## src/rtl/gpio_bank_pkg.sv

```systemverilog
package gpio_bank_pkg;

   typedef enum int {
      C_OWN  = 0,
      C_SELB = 1,
      C_OE   = 2,
      C_DAT  = 3,
      C_PU   = 4,
      C_FLT  = 5,
      C_MD   = 6,
      C_IE   = 7
   } ctl_e;

   localparam int NUM_CTL    = 8;
   localparam int ADDR_LEVEL = 3 * NUM_CTL;
   localparam int ADDR_STAT  = ADDR_LEVEL + 1;

   function automatic bit ctl_rst_ones(int idx);
      return (idx == C_OWN) || (idx == C_PU);
   endfunction

endpackage

```

## src/rtl/gpio_setclr_reg.sv

```systemverilog
module gpio_setclr_reg #(
   parameter int W        = 32,
   parameter bit RST_ONES = 1'b0
) (
   input  logic         clk,
   input  logic         rst_n,
   input  logic [W-1:0] set_mask,
   input  logic [W-1:0] clr_mask,
   output logic [W-1:0] q
);
   localparam logic [W-1:0] RST_VAL = RST_ONES ? '1 : '0;

   always_ff @(posedge clk) begin
      if (!rst_n) q <= RST_VAL;
      else        q <= (q & ~clr_mask) | set_mask;
   end
endmodule

```

## src/rtl/gpio_in_path.sv

```systemverilog
module gpio_in_path #(
   parameter int W           = 32,
   parameter int SYNC_STAGES = 2
) (
   input  logic         clk,
   input  logic         rst_n,
   input  logic [W-1:0] pad_in,
   input  logic         tick,
   input  logic [W-1:0] flt_en,
   output logic [W-1:0] level,
   output logic [W-1:0] edg
);
   logic [W-1:0] sync_q [SYNC_STAGES];
   logic [W-1:0] prev_q, held_q, filt, filt_d;
   logic [W-1:0] stable;

   always_ff @(posedge clk) begin
      if (!rst_n) begin
         for (int i = 0; i < SYNC_STAGES; i++) sync_q[i] <= '0;
      end else begin
         sync_q[0] <= pad_in;
         for (int i = 1; i < SYNC_STAGES; i++) sync_q[i] <= sync_q[i-1];
      end
   end

   assign level  = sync_q[SYNC_STAGES-1];
   assign stable = ~(level ^ prev_q);

   always_ff @(posedge clk) begin
      if (!rst_n) begin
         prev_q <= '0;
         held_q <= '0;
      end else if (tick) begin
         prev_q <= level;
         held_q <= (held_q & ~stable) | (level & stable);
      end
   end

   assign filt = (flt_en & held_q) | (~flt_en & level);

   always_ff @(posedge clk) begin
      if (!rst_n) filt_d <= '0;
      else        filt_d <= filt;
   end

   assign edg = filt ^ filt_d;
endmodule

```

## src/rtl/gpio_irq_stat.sv

```systemverilog
module gpio_irq_stat #(
   parameter int W = 32
) (
   input  logic         clk,
   input  logic         rst_n,
   input  logic [W-1:0] edg,
   input  logic         rd_clr,
   input  logic [W-1:0] mask,
   output logic [W-1:0] stat,
   output logic         irq
);
   always_ff @(posedge clk) begin
      if (!rst_n)      stat <= '0;
      else if (rd_clr) stat <= edg;
      else             stat <= stat | edg;
   end

   assign irq = |(stat & mask);
endmodule

```

## src/rtl/gpio_bank.sv

```systemverilog
module gpio_bank
   import gpio_bank_pkg::*;
#(
   parameter int NPINS       = 32,
   parameter int DATA_W      = 32,
   parameter int ADDR_W      = 5,
   parameter int SYNC_STAGES = 2,
   parameter int FILT_DIV    = 4
) (
   input  logic              clk,
   input  logic              rst_n,
   input  logic              bus_wr,
   input  logic              bus_rd,
   input  logic [ADDR_W-1:0] bus_addr,
   input  logic [DATA_W-1:0] bus_wdata,
   output logic [DATA_W-1:0] bus_rdata,
   input  logic [NPINS-1:0]  pad_in,
   output logic [NPINS-1:0]  pad_out,
   output logic [NPINS-1:0]  pad_oe,
   output logic [NPINS-1:0]  pad_pullup,
   input  logic [NPINS-1:0]  pa_out,
   input  logic [NPINS-1:0]  pa_oe,
   input  logic [NPINS-1:0]  pb_out,
   input  logic [NPINS-1:0]  pb_oe,
   output logic              irq
);
   localparam int DIV_W = (FILT_DIV > 1) ? $clog2(FILT_DIV) : 1;

   if (NPINS > DATA_W) begin : g_err_w
      $error("NPINS must not exceed DATA_W");
   end
   if ((1 << ADDR_W) <= ADDR_STAT) begin : g_err_a
      $error("ADDR_W too small for the register map");
   end
   if (SYNC_STAGES < 2) begin : g_err_s
      $error("SYNC_STAGES must be at least 2");
   end
   if (FILT_DIV < 2) begin : g_err_d
      $error("FILT_DIV must be at least 2");
   end

   logic [NPINS-1:0] ctl_q [NUM_CTL];
   logic [NPINS-1:0] own_q, selb_q, oe_q, dat_q, pu_q, flt_q, md_q, mask_q;
   logic [NPINS-1:0] level, edg, isr_q;
   logic [NPINS-1:0] drv_oe, drv_dat;
   logic [DIV_W-1:0] div_cnt;
   logic             tick, stat_rd;

   for (genvar g = 0; g < NUM_CTL; g++) begin : g_ctl
      logic [NPINS-1:0] set_m, clr_m;
      assign set_m = (bus_wr && bus_addr == ADDR_W'(3*g))   ? bus_wdata[NPINS-1:0] : '0;
      assign clr_m = (bus_wr && bus_addr == ADDR_W'(3*g+1)) ? bus_wdata[NPINS-1:0] : '0;
      gpio_setclr_reg #(.W(NPINS), .RST_ONES(ctl_rst_ones(g))) u_reg (
         .clk(clk), .rst_n(rst_n), .set_mask(set_m), .clr_mask(clr_m), .q(ctl_q[g]));
   end

   assign own_q  = ctl_q[C_OWN];
   assign selb_q = ctl_q[C_SELB];
   assign oe_q   = ctl_q[C_OE];
   assign dat_q  = ctl_q[C_DAT];
   assign pu_q   = ctl_q[C_PU];
   assign flt_q  = ctl_q[C_FLT];
   assign md_q   = ctl_q[C_MD];
   assign mask_q = ctl_q[C_IE];

   always_ff @(posedge clk) begin
      if (!rst_n)     div_cnt <= '0;
      else if (tick)  div_cnt <= '0;
      else            div_cnt <= div_cnt + 1'b1;
   end
   assign tick = (div_cnt == DIV_W'(FILT_DIV-1));

   gpio_in_path #(.W(NPINS), .SYNC_STAGES(SYNC_STAGES)) u_in (
      .clk(clk), .rst_n(rst_n), .pad_in(pad_in), .tick(tick),
      .flt_en(flt_q), .level(level), .edg(edg));

   assign stat_rd = bus_rd && (bus_addr == ADDR_W'(ADDR_STAT));

   gpio_irq_stat #(.W(NPINS)) u_stat (
      .clk(clk), .rst_n(rst_n), .edg(edg), .rd_clr(stat_rd),
      .mask(mask_q), .stat(isr_q), .irq(irq));

   assign drv_oe  = (own_q & oe_q)  | (~own_q & ~selb_q & pa_oe)  | (~own_q & selb_q & pb_oe);
   assign drv_dat = (own_q & dat_q) | (~own_q & ~selb_q & pa_out) | (~own_q & selb_q & pb_out);

   assign pad_oe     = drv_oe & ~(md_q & drv_dat);
   assign pad_out    = drv_dat & ~md_q;
   assign pad_pullup = pu_q;

   always_comb begin
      bus_rdata = '0;
      for (int g = 0; g < NUM_CTL; g++) begin
         if (bus_addr == ADDR_W'(3*g+2)) bus_rdata[NPINS-1:0] = ctl_q[g];
      end
      if (bus_addr == ADDR_W'(ADDR_LEVEL)) bus_rdata[NPINS-1:0] = level;
      if (bus_addr == ADDR_W'(ADDR_STAT))  bus_rdata[NPINS-1:0] = isr_q;
   end
endmodule

```

## config.mk

```make
export PLATFORM = sky130hd
export DESIGN_NAME = gpio_bank
export DESIGN_NICKNAME = d
export VERILOG_FILES = /design/src/rtl/gpio_bank_pkg.sv /design/src/rtl/gpio_setclr_reg.sv /design/src/rtl/gpio_in_path.sv /design/src/rtl/gpio_irq_stat.sv /design/src/rtl/gpio_bank.sv
export SDC_FILE = /design/constraint.sdc
export NUM_CORES = 1
export LEC_CHECK = 0
export ABC_AREA = 1
export BUFFER_PORTS_ARGS = -buffer_cell sky130_fd_sc_hd__buf_2
export CELL_PAD_IN_SITES_DETAIL_PLACEMENT = 0
export CELL_PAD_IN_SITES_GLOBAL_PLACEMENT = 1
export CORE_MARGIN = 5
export CORE_UTILIZATION = 30
export DETAILED_ROUTE_END_ITERATION = 7
export PLACE_DENSITY_LB_ADDON = 0.1
export SYNTH_ARGS = -nofsm -noshare
export SYNTH_HDL_FRONTEND = slang
export SYNTH_HIERARCHICAL = 1
export SYNTH_SLANG_ARGS = --single-unit
```

## constraint.sdc

```tcl
create_clock -name clk -period 4.5 [get_ports clk]
set_input_delay 0.9 -clock clk [delete_from_list [all_inputs] [get_ports clk]]
set_output_delay 0.9 -clock clk [all_outputs]
set_load 0.01 [all_outputs]
```

==> results.sh <==
export IMPL_clock_path_buffers=3
export IMPL_syn_to_final_growth_pct=16.1
export IMPL_cts_resized=0
export IMPL_dp_hpwl_mm=69.3
export IMPL_remaining_drc_errors=0
export IMPL_worstPathRequired_ps=3600
export IMPL_crit_type="in -> out"
export IMPL_grt_pass1_wl_mm=143
export IMPL_max_freq_mhz=271
export IMPL_pwr_density_cell_nw_per_um2=332
export IMPL_worstMarginPinSlew_ps=1120
export IMPL_post_dp_cell_area_sq_um=27100
export IMPL_viasPerCell=4.50
export IMPL_dieArea_sq_um=89300
export IMPL_rsz0062_at_grt="false"
export IMPL_wl_met2_mm=39.1
export IMPL_place_congestion=0.836
export IMPL_insertion_delay_ps=610
export IMPL_end_kind="output port"
export IMPL_fillers=9214
export IMPL_io_buffer_count=329
export IMPL_netlist_top_cells_area="dfxtp_1 36%, nand2_1 14%, inv_1 12%, nor2_1 11%, a21oi_2 6.5%"
export IMPL_multiInputGateArea_sq_um=11600
export IMPL_fp_dieH_um=299
export IMPL_final_core_util=0.349
export IMPL_drt_iter0_markers=1972
export IMPL_vias=24100
export IMPL_cts_buffers=55
export IMPL_layout_commonest_cell="nand2_1"
export IMPL_ys_types=27
export IMPL_hp_class="reg -> reg"
export IMPL_fin_crit_ps=3690
export IMPL_synth_largest_area_cell="dfxtp_1"
export IMPL_num_rows=106
export IMPL_final_cell_mix="937 x nand2_1, 831 x inv_1, 711 x nor2_1"
export IMPL_drv_slew=0
export IMPL_ant_nets=0
export IMPL_arrival_ps=2790
export IMPL_status="complete, no violations"
export IMPL_start_kind="primary input"
export IMPL_grtUsageTotal=0.206
export IMPL_cts_tree="built"
export IMPL_max_cap_viol_count=0
export IMPL_ir_drop_mv=0.285
export IMPL_finalCritPeriodShare=0.820
export IMPL_grt_overflow_total=0
export IMPL_skew_ps=11.0
export IMPL_max_stage_delay_ps=410
export IMPL_fin_cells=5358
export IMPL_pin_count=330
export IMPL_antenna_cells=0
export IMPL_cts_clk_slew_worst_paths_ps=60
export IMPL_met1_length_mm=48.5
export IMPL_layout_drive_gt1_share=0.163
export IMPL_hold_buffers=0
export IMPL_initial_core_util=0.301
export IMPL_netlist_area_sq_um=25000
export IMPL_wire_per_inst_um=17.9
export IMPL_slew_headroom=0.252
export IMPL_grt_pass1_vias=22000
export IMPL_syn_inst=4026
export IMPL_worstPathCellList="buf_2, nand2_1, inv_1, nand3_1, buf_4, nor2_1, nor2_1, nand4_1, nand2_1, nand3_1, buf_2"
export IMPL_core_area_sq_um=83200
export IMPL_met3_wirelength_mm=6.25
export IMPL_fin_tns_setup_ps=0
export IMPL_avgSynthCellArea_sq_um=6.22
export IMPL_antenna_found_initial=2
export IMPL_clock_sinks=450
export IMPL_crit_slowest_cell="buf_4"
export IMPL_final_cell_area_sq_um=29100
export IMPL_die_w_um=299
export IMPL_setup_viol=0
export IMPL_placed_cells=5257
export IMPL_top_layer_used="met5"
export IMPL_critPathTopFamily="simple AND/OR/NAND/NOR gates"
export IMPL_synthesis_nets=4228
export IMPL_hold_viol_final=0
export IMPL_yosysWarnings=6
export IMPL_grt_max_degree=90
export IMPL_h_tree_depth=2
export IMPL_cts_setup_buffers=0
export IMPL_wl_mm=95.9
export IMPL_p_leak_nw=12.3
export IMPL_finalPower_mw=9.66
export IMPL_synth_seq_cells=450
export IMPL_firstDrtPassIters=5
export IMPL_seqCellArea_sq_um=9010
export IMPL_seq_area_frac_synth=0.360
export IMPL_crit_buf_inv=4
export IMPL_synth_top_area_frac=0.360
export IMPL_cp_max_fo=32
export IMPL_nNetsFinal=4436
export IMPL_cts_root_buf="clkbuf_16"
where the power goes:
| part | leakage [nW] | switching, mW | internal (mW) |
|---|---|---|---|
| Clock | 0.951 | 1.89 | 2.89 |
| Sequential | 3.65 | 0.0743 | 4.08 |
| Combinational | 7.67 | 0.508 | 0.210 |
worst min-delay path, cell delays in order (launching register included):
cell and delay [ps]:
dfxtp_1 310, nand2_1 40, inv_1 40
cells in the mapped netlist, drive strengths merged:
master / count
a21oi: 335
a32oi: 32
buf: 128
clkbuf: 92
dfxtp: 450
ha: 1
inv: 845
nand2: 940
nand3: 279
nand4: 83
nor2: 740
nor3: 3
nor3b: 2
o211ai: 32
o21ai: 64
layer usage:
layer / vias to the layer above / global-route usage
met4: 4 / 0.0450
met5: - / 0
met2: 613 / 0.303
met3: 125 / 0.0439
met1: 10800 / 0.309
li1: 12600 / -
area by class of cell:
cell class,instances,share of cell area
clock inverter,23,0.0112
multi-input combinational,2511,0.400
clock buffer,78,0.0555
tap,1080,0.0465
sequential,450,0.310
timing repair buffer,371,0.0680
inverter,845,0.109
worst paths after layout:
path                            cells past startpoint  slack (ps)                  to                from
worst min register to register                      2         410  u_in/sync_q[0][47]  u_in/sync_q[0][15]
worst min-delay path                                2         410  u_in/sync_q[0][47]  u_in/sync_q[0][15]
worst max-delay path                               11         810        bus_rdata[0]         bus_addr[0]
worst max register to register                      4        2560      u_in/prev_q[2]          div_cnt[0]
flip-flops by register name, indices dropped and copies added, names as in the netlist, named ones only:
register       flops
u_in/sync_q       64
u_stat/stat       32
g_ctl.u_reg/q    256
u_in/filt_d       32
div_cnt            2
u_in/prev_q       32
per-stage QoR:
step | hold slack (ps) | setup WS [ps]
finish | 408 | 811
floorplan | 390 | 1690
global placement | 401 | 888
detailed placement | 396 | 881
CTS | 410 | 873
global route | 421 | 646
cells by family after synthesis:
| group | count (synthesis) | synth area share |
|---|---|---|
| buffers and inverters | 1065 | 0.178 |
| adders and majority gates | 1 | 0.000500 |
| and+or+nand+nor | 2047 | 0.334 |
| AOI/OAI and AO/OA | 463 | 0.128 |
| DFF | 450 | 0.360 |
Power figures use the tool's default switching activity.
